--- src/rtl/evt_irq_pkg.sv ---
package evt_irq_pkg;
  localparam int unsigned SRC_LKUP = 0;
  localparam int unsigned SRC_FULL = 1;
  localparam int unsigned SRC_AUX0 = 2;

  // a flag drops when it is pending, an acknowledge is known, and the cause is gone
  function automatic logic slot_clear(input logic pend, input logic ackd,
                                      input logic ack, input logic rel);
    return pend & (ackd | ack) & rel;
  endfunction

  // an event always wins over a clear
  function automatic logic slot_next_pend(input logic pend, input logic set,
                                          input logic clr);
    return set | (pend & ~clr);
  endfunction

  // remembered acknowledge: only while pending, dropped by a new event or a clear
  function automatic logic slot_next_ackd(input logic pend, input logic ackd,
                                          input logic ack, input logic set,
                                          input logic clr);
    return pend & ~set & ~clr & (ackd | ack);
  endfunction
endpackage

--- src/rtl/ic_fall_det.sv ---
module ic_fall_det (
  input  logic clk_i,
  input  logic rst_ni,
  input  logic lvl_i,
  output logic fell_o
);
  logic prev_q;

  always_ff @(posedge clk_i or negedge rst_ni) begin
    if (!rst_ni) prev_q <= 1'b1;
    else         prev_q <= lvl_i;
  end

  assign fell_o = prev_q & ~lvl_i;
endmodule

--- src/rtl/ic_src_slot.sv ---
module ic_src_slot
  import evt_irq_pkg::*;
(
  input  logic clk_i,
  input  logic rst_ni,
  input  logic set_i,
  input  logic ack_i,
  input  logic rel_i,
  output logic pend_o,
  output logic ackd_o,
  output logic clr_o
);
  logic pend_q, ackd_q;
  logic pend_d, ackd_d, clr_w;

  always_comb begin
    clr_w  = slot_clear(pend_q, ackd_q, ack_i, rel_i);
    pend_d = slot_next_pend(pend_q, set_i, clr_w);
    ackd_d = slot_next_ackd(pend_q, ackd_q, ack_i, set_i, clr_w);
  end

  always_ff @(posedge clk_i or negedge rst_ni) begin
    if (!rst_ni) begin
      pend_q <= 1'b0;
      ackd_q <= 1'b0;
    end else begin
      pend_q <= pend_d;
      ackd_q <= ackd_d;
    end
  end

  assign pend_o = pend_q;
  assign ackd_o = ackd_q;
  assign clr_o  = clr_w;
endmodule

--- src/rtl/ic_irq_merge.sv ---
module ic_irq_merge #(
  parameter int unsigned NSRC = 4
) (
  input  logic [NSRC-1:0] pend_i,
  input  logic [NSRC-1:0] en_i,
  output logic            irq_no
);
  logic [NSRC-1:0] live_w;

  assign live_w = pend_i & en_i;
  assign irq_no = ~(|live_w);
endmodule

--- src/rtl/evt_irq_ctrl.sv ---
module evt_irq_ctrl
  import evt_irq_pkg::*;
#(
  parameter int unsigned NAUX = 2,
  localparam int unsigned NSRC = SRC_AUX0 + NAUX
) (
  input  logic            clk_i,
  input  logic            rst_ni,
  input  logic            en_we_i,
  input  logic [NSRC-1:0] en_wdata_i,
  input  logic            lkup_done_i,
  input  logic            rslt_empty_i,
  input  logic            full_n_i,
  input  logic [NAUX-1:0] aux_evt_i,
  input  logic [NAUX-1:0] aux_rel_i,
  input  logic [NSRC-1:0] ack_i,
  output logic            irq_no,
  output logic [NSRC-1:0] pend_o,
  output logic [1:0]      tbl_stat_o
);
  logic [NSRC-1:0] en_q;
  logic [NSRC-1:0] set_w, rel_w, clr_w, ackd_w, pend_w;
  logic            full_fell_w;

  always_ff @(posedge clk_i or negedge rst_ni) begin
    if (!rst_ni)      en_q <= '0;
    else if (en_we_i) en_q <= en_wdata_i;
  end

  ic_fall_det u_full_edge (
    .clk_i  (clk_i),
    .rst_ni (rst_ni),
    .lvl_i  (full_n_i),
    .fell_o (full_fell_w)
  );

  always_comb begin
    set_w = '0;
    rel_w = '0;
    set_w[SRC_LKUP] = lkup_done_i;
    rel_w[SRC_LKUP] = rslt_empty_i;
    set_w[SRC_FULL] = full_fell_w;
    rel_w[SRC_FULL] = full_n_i;
    set_w[NSRC-1:SRC_AUX0] = aux_evt_i;
    rel_w[NSRC-1:SRC_AUX0] = aux_rel_i;
  end

  for (genvar gi = 0; gi < NSRC; gi++) begin : g_slot
    ic_src_slot u_slot (
      .clk_i  (clk_i),
      .rst_ni (rst_ni),
      .set_i  (set_w[gi]),
      .ack_i  (ack_i[gi]),
      .rel_i  (rel_w[gi]),
      .pend_o (pend_w[gi]),
      .ackd_o (ackd_w[gi]),
      .clr_o  (clr_w[gi])
    );
  end

  ic_irq_merge #(.NSRC(NSRC)) u_merge (
    .pend_i (pend_w),
    .en_i   (en_q),
    .irq_no (irq_no)
  );

  assign pend_o     = pend_w;
  assign tbl_stat_o = {pend_w[SRC_FULL], full_n_i};
endmodule

--- config.mk ---
export PLATFORM = sky130hd
export DESIGN_NAME = evt_irq_ctrl
export DESIGN_NICKNAME = d
export VERILOG_FILES = /design/src/rtl/evt_irq_pkg.sv /design/src/rtl/ic_fall_det.sv /design/src/rtl/ic_src_slot.sv /design/src/rtl/ic_irq_merge.sv /design/src/rtl/evt_irq_ctrl.sv
export SDC_FILE = /design/constraint.sdc
export NUM_CORES = 1
export LEC_CHECK = 0
export BUFFER_PORTS_ARGS = -buffer_cell sky130_fd_sc_hd__buf_4
export CAP_MARGIN = 20
export CORE_AREA = 2 2 39 41
export DETAILED_ROUTE_END_ITERATION = 12
export DIE_AREA = 0 0 41 43
export PLACE_DENSITY_LB_ADDON = 0.1
export SLEW_MARGIN = 10
export SYNTH_ARGS = -nofsm -noshare
export SYNTH_HDL_FRONTEND = slang
export SYNTH_SLANG_ARGS = --single-unit
--- constraint.sdc ---
create_clock -name clk_i -period 2.36 [get_ports clk_i]
set_input_delay 0.118 -clock clk_i [delete_from_list [all_inputs] [get_ports clk_i]]
set_output_delay 0.118 -clock clk_i [all_outputs]
set_load 0.005 [all_outputs]
; After elaboration in Yosys (flattened, before gate mapping)
; Index checks and enable logic that the tools add are counted.
[totals]
reg_bits = 13
in_bits = 18
out_inout_bits = 7
[op_classes]
bitwise_logic = 44
reduce_logical = 1
[op_table]
columns = op, count
row1 = 1-bit AND, 25
row2 = 1-bit NOT, 10
row3 = 1-bit bitwise OR, 8
row4 = 4-bit AND, 1
row5 = 4-bit OR reduction, 1

; Logic depth before layout (Yosys ltp)
[depth]
depth_word = 6
ltp_mapped = 2
mapped_depth_nobuf = 2

; Hierarchy
; From an unflattened synthesis, not the netlist that was laid out.
[unflattened]
hier_cells = 46
area_unflattened_um2 = 544.3
[modules_own_cells]
columns = module, instances, cells_each, area_each_um2
row1 = ic_src_slot, 4, 8, 80.1
row2 = evt_irq_ctrl, 1, 10, 160.2
row3 = ic_fall_det, 1, 2, 40.0
row4 = ic_irq_merge, 1, 2, 23.8

; Least setup slack after synthesis
; Ideal clock, no wire load.
[synth_path]
kind = flip-flop to output port
from = register g_slot[0].u_slot.pend_q
to = output port irq_no
arrival_ps = 789
t_required_ps = 2242
slack_ps = 1453
path_stages_with_launch = 3
n_path_buf = 0
cell_sequence = dfrtp_1 a22o_1 a221oi_2
[synth_via]
elab_chain_len = 3
[synth_rtl]
columns = item, line_no
row1 = "start, declared", ic_src_slot.sv:13  ; logic pend_q, ackd_q;
row2 = "start signal, assigned", ic_src_slot.sv:27  ; pend_q <= pend_d;
row3 = 4-bit AND, ic_irq_merge.sv:10  ; assign live_w = pend_i & en_i;
row4 = 4-bit OR reduction, ic_irq_merge.sv:11  ; assign irq_no = ~(|live_w);
row5 = 1-bit NOT, ic_irq_merge.sv:11
row6 = "end, declared", evt_irq_ctrl.sv:17  ; output logic irq_no,
; Every way passes these cells.

; Worst setup path after layout
[layout_path]
from = register g_slot[1].u_slot.pend_q
to = output port irq_no
[layout_via]
elab_chain_len = 3
[layout_rtl]
columns = item, line_no
row1 = "start, declared", ic_src_slot.sv:13
row2 = "start signal, assigned", ic_src_slot.sv:27
row3 = 4-bit AND, ic_irq_merge.sv:10
row4 = 4-bit OR reduction, ic_irq_merge.sv:11
row5 = 1-bit NOT, ic_irq_merge.sv:11
; Every way passes these cells.

==> results.yml <==
outcome:
  status: "finished, final reports clean"
routing:
  firstDrtPassIters: 3
  drt_wl_total_um: 917
  wl_per_cell_um: 11.2
  remaining_drc_errors: 0
  detailedRoute.firstIterationViolations: 2
  post_route_antenna_net_violation_count: 0
  via_count: 392
  viasPerCell: 4.78
sta:
  whs_ns: 0.00842
  slew_headroom: 0.804
  finalHoldViolations: 0
  final_min_period_over_clock_period: 0.572
  setup_total_negative_slack_ns: 0
  setup-violations-final: 0
  max_clk_rate_ghz: 0.740
  finalClockSkew_ns: 0.000848
  transition_time_at_the_pin_with_the_least_slew_margin_ns: 0.290
  rsz0062_at_grt: "false"
  fin_crit_ns: 1.35
  postLayoutSetupSlackWorst_ns: 1.01
  finalMaxSlewViolations: 0
critical_path:
  criticalPathCategory: "flip-flop to primary output"
  r2r-start: "g_slot[1].u_slot.pend_o"
  worstRegToRegCells: 2
  r2r_end: "g_slot[1].u_slot.pend_o"
  critical_path.endpoint_type: "primary output"
  cp_data_required_time_ns: 2.24
  biggest_fanout_along_the_worst_timing_path: 6
  critical_path.cell_chain: "a22o_1 > a221oi_2 > buf_4"
  critical-path-max-stage-delay_ns: 0.43
  worst_ep_arrival_time_ns: 1.23
  crit_path_top_delay_cell: "dfrtp_1"
  setup.worst_path.start: "g_slot[1].u_slot.pend_o"
  worstSetupStartpointType: "flip-flop"
  r2r_setup_slack_ns: 1.50
  worstSetupEndpoint: "irq_no"
clock_tree:
  htree_num_levels: 1
  cts_tree: "built"
  insertion_delay_ns: 0.27
  postCtsResizedCells: 0
  clk_pin_slew_worst_paths_ns: 0.08
  cts-buffers-inserted: 3
  clock_path_buffers: 2
  cts_num_sinks: 13
  cts_root_buffer: "clkbuf_4"
cells_and_area:
  area_delta_synth_final_pct: 38.2
  combined_area_of_the_multi_input_logic_cells_um2: 181
  antenna-diode-count: 0
  final_layout_size_suffix_gt1_frac: 0.530
  final_std_cells_w_o_fill: 82
  final.fill_count: 125
  layout.core_utilization: 0.552
  finish.net_count: 85
  design_area_um2: 764
  area.sequential_um2: 327
logic_synthesis:
  netlist_instances: 41
  yosysWarningCount: 0
  synth_area_um2: 553
  mean_post_synth_cell_area_um2: 13.5
  netlist-cell-type-count: 13
  syn-num-nets: 59
  synth-seq-cells: 13
  synth.yosys.seq_area_share: 0.590
place:
  place_ws_ns: 1.30
  place.gp.congestion: 0.698
  io_buffer_count: 24
  placement.cell_area_um2: 708
  placed_cell_count: 75
  hpwl_um: 719
die:
  die_height_um: 43
  starting_density: 0.400
  core-area_um2: 1380
  fp.dieW_um: 41
  design.die.area_um2: 1760
  design.portCount: 25
  std_cell_rows: 14
global_routing:
  first_global_vias: 399
  grt_start_max_net_pins: 14
  grt_overflow: 0
  groute.usage.overall: 0.131
  antenna_violations_before_repair: 0
  grt_pass1_wl_mm: 1.49
pwr:
  vdd_drop_max_uv: 327
  design_power_total_uw: 463
  pwr_dens_nw_per_um2: 606
  power.leakage_nw: 0.360
min_path:
  min_from: "aux_rel_i[0]"
  hp-class: "primary input to flip-flop"
run:
  max_cap_violations: 0
cell usage after synthesis, drive strengths merged:
master  count  area share
dfrtp      12        0.54
a221oi      1       0.027
buf         6       0.081
o21ai       3       0.027
a22o        1       0.016
nor4b       4       0.075
nor2        4       0.027
dfstp       1       0.048
a21o        4       0.057
mux2        4       0.081
o21ba       1       0.018
layout make-up:
type / count / area share
multi-input combinational: 22 / 0.237
tap: 16 / 0.0262
timing repair buffer: 27 / 0.275
clock buffer: 4 / 0.0344
sequential: 13 / 0.427
power by group:
part / internal [mW] / switching, mW / total [mW]
Sequential: 0.240 / 0.0119 / 0.251
Combinational: 0.0528 / 0.0254 / 0.0782
Clock: 0.0654 / 0.0678 / 0.133
Total: 0.358 / 0.105 / 0.463
kinds of logic (layout without fill, tap and decap cells):
| logic type | after synthesis | in the layout | synth area share |
|---|---|---|---|
| AOI/OAI and AO/OA | 10 | 10 | 0.145 |
| buffers and inverters | 6 | 31 | 0.0814 |
| DFF | 13 | 13 | 0.591 |
| muxes | 4 | 4 | 0.0814 |
| and+or+nand+nor | 8 | 8 | 0.102 |
per-layer routing:
| layer | track usage | up-vias | share of wire |
|---|---|---|---|
| met3 | 0.0314 | 2 | 0.052 |
| met4 | 0.100 | 0 | 0.013 |
| met1 | 0.148 | 184 | 0.50 |
| met2 | 0.200 | 12 | 0.44 |
| met5 | 0 | - | 0 |
| li1 | - | 194 | - |
worst max-delay path: cells and delay by family, from the launching register on:
family	cells	cell delay (ns)
flip-flops	1	0.43
AO/OA/AOI/OAI	2	0.40
buffers and inverters	1	0.14
worst min-delay path by stage:
stage / end / slack (ns) / cells past startpoint
final: g_slot[2].u_slot.ackd_o / 0.008 / 2
after global routing: g_slot[0].u_slot.ackd_o / 0.003 / 2
after CTS: g_slot[0].u_slot.ackd_o / 0.0002 / 2
after detailed placement: g_slot[2].u_slot.pend_o / -0.03 / 1
after global placement: g_slot[2].u_slot.pend_o / -0.03 / 1
after floorplan: en_q[0] / -0.18 / 0
state kept, by name, indices dropped and copies added, names as in the netlist:
signal,flops
g_slot.u_slot.pend_o,4
g_slot.u_slot.ackd_o,4
en_q,4
u_full_edge.prev_q,1
repair_timing:
item | 4_1_cts | 5_1_grt
hold buffers | 3 | 0
buffers inserted | 0 | 0
hold endpoints to repair | 15 | 0
placed cells by master (no fill, tap or decap), drive strengths merged:
master	Yosys	final
a21o	4	4
a221oi	1	1
a22o	1	1
buf	6	24
clkbuf	0	4
dfrtp	12	12
dfstp	1	1
dlygate4sd3	0	3
mux2	4	4
nor2	4	4
nor4b	4	4
o21ai	3	3
o21ba	1	1
Power figures use the tool's default switching activity.
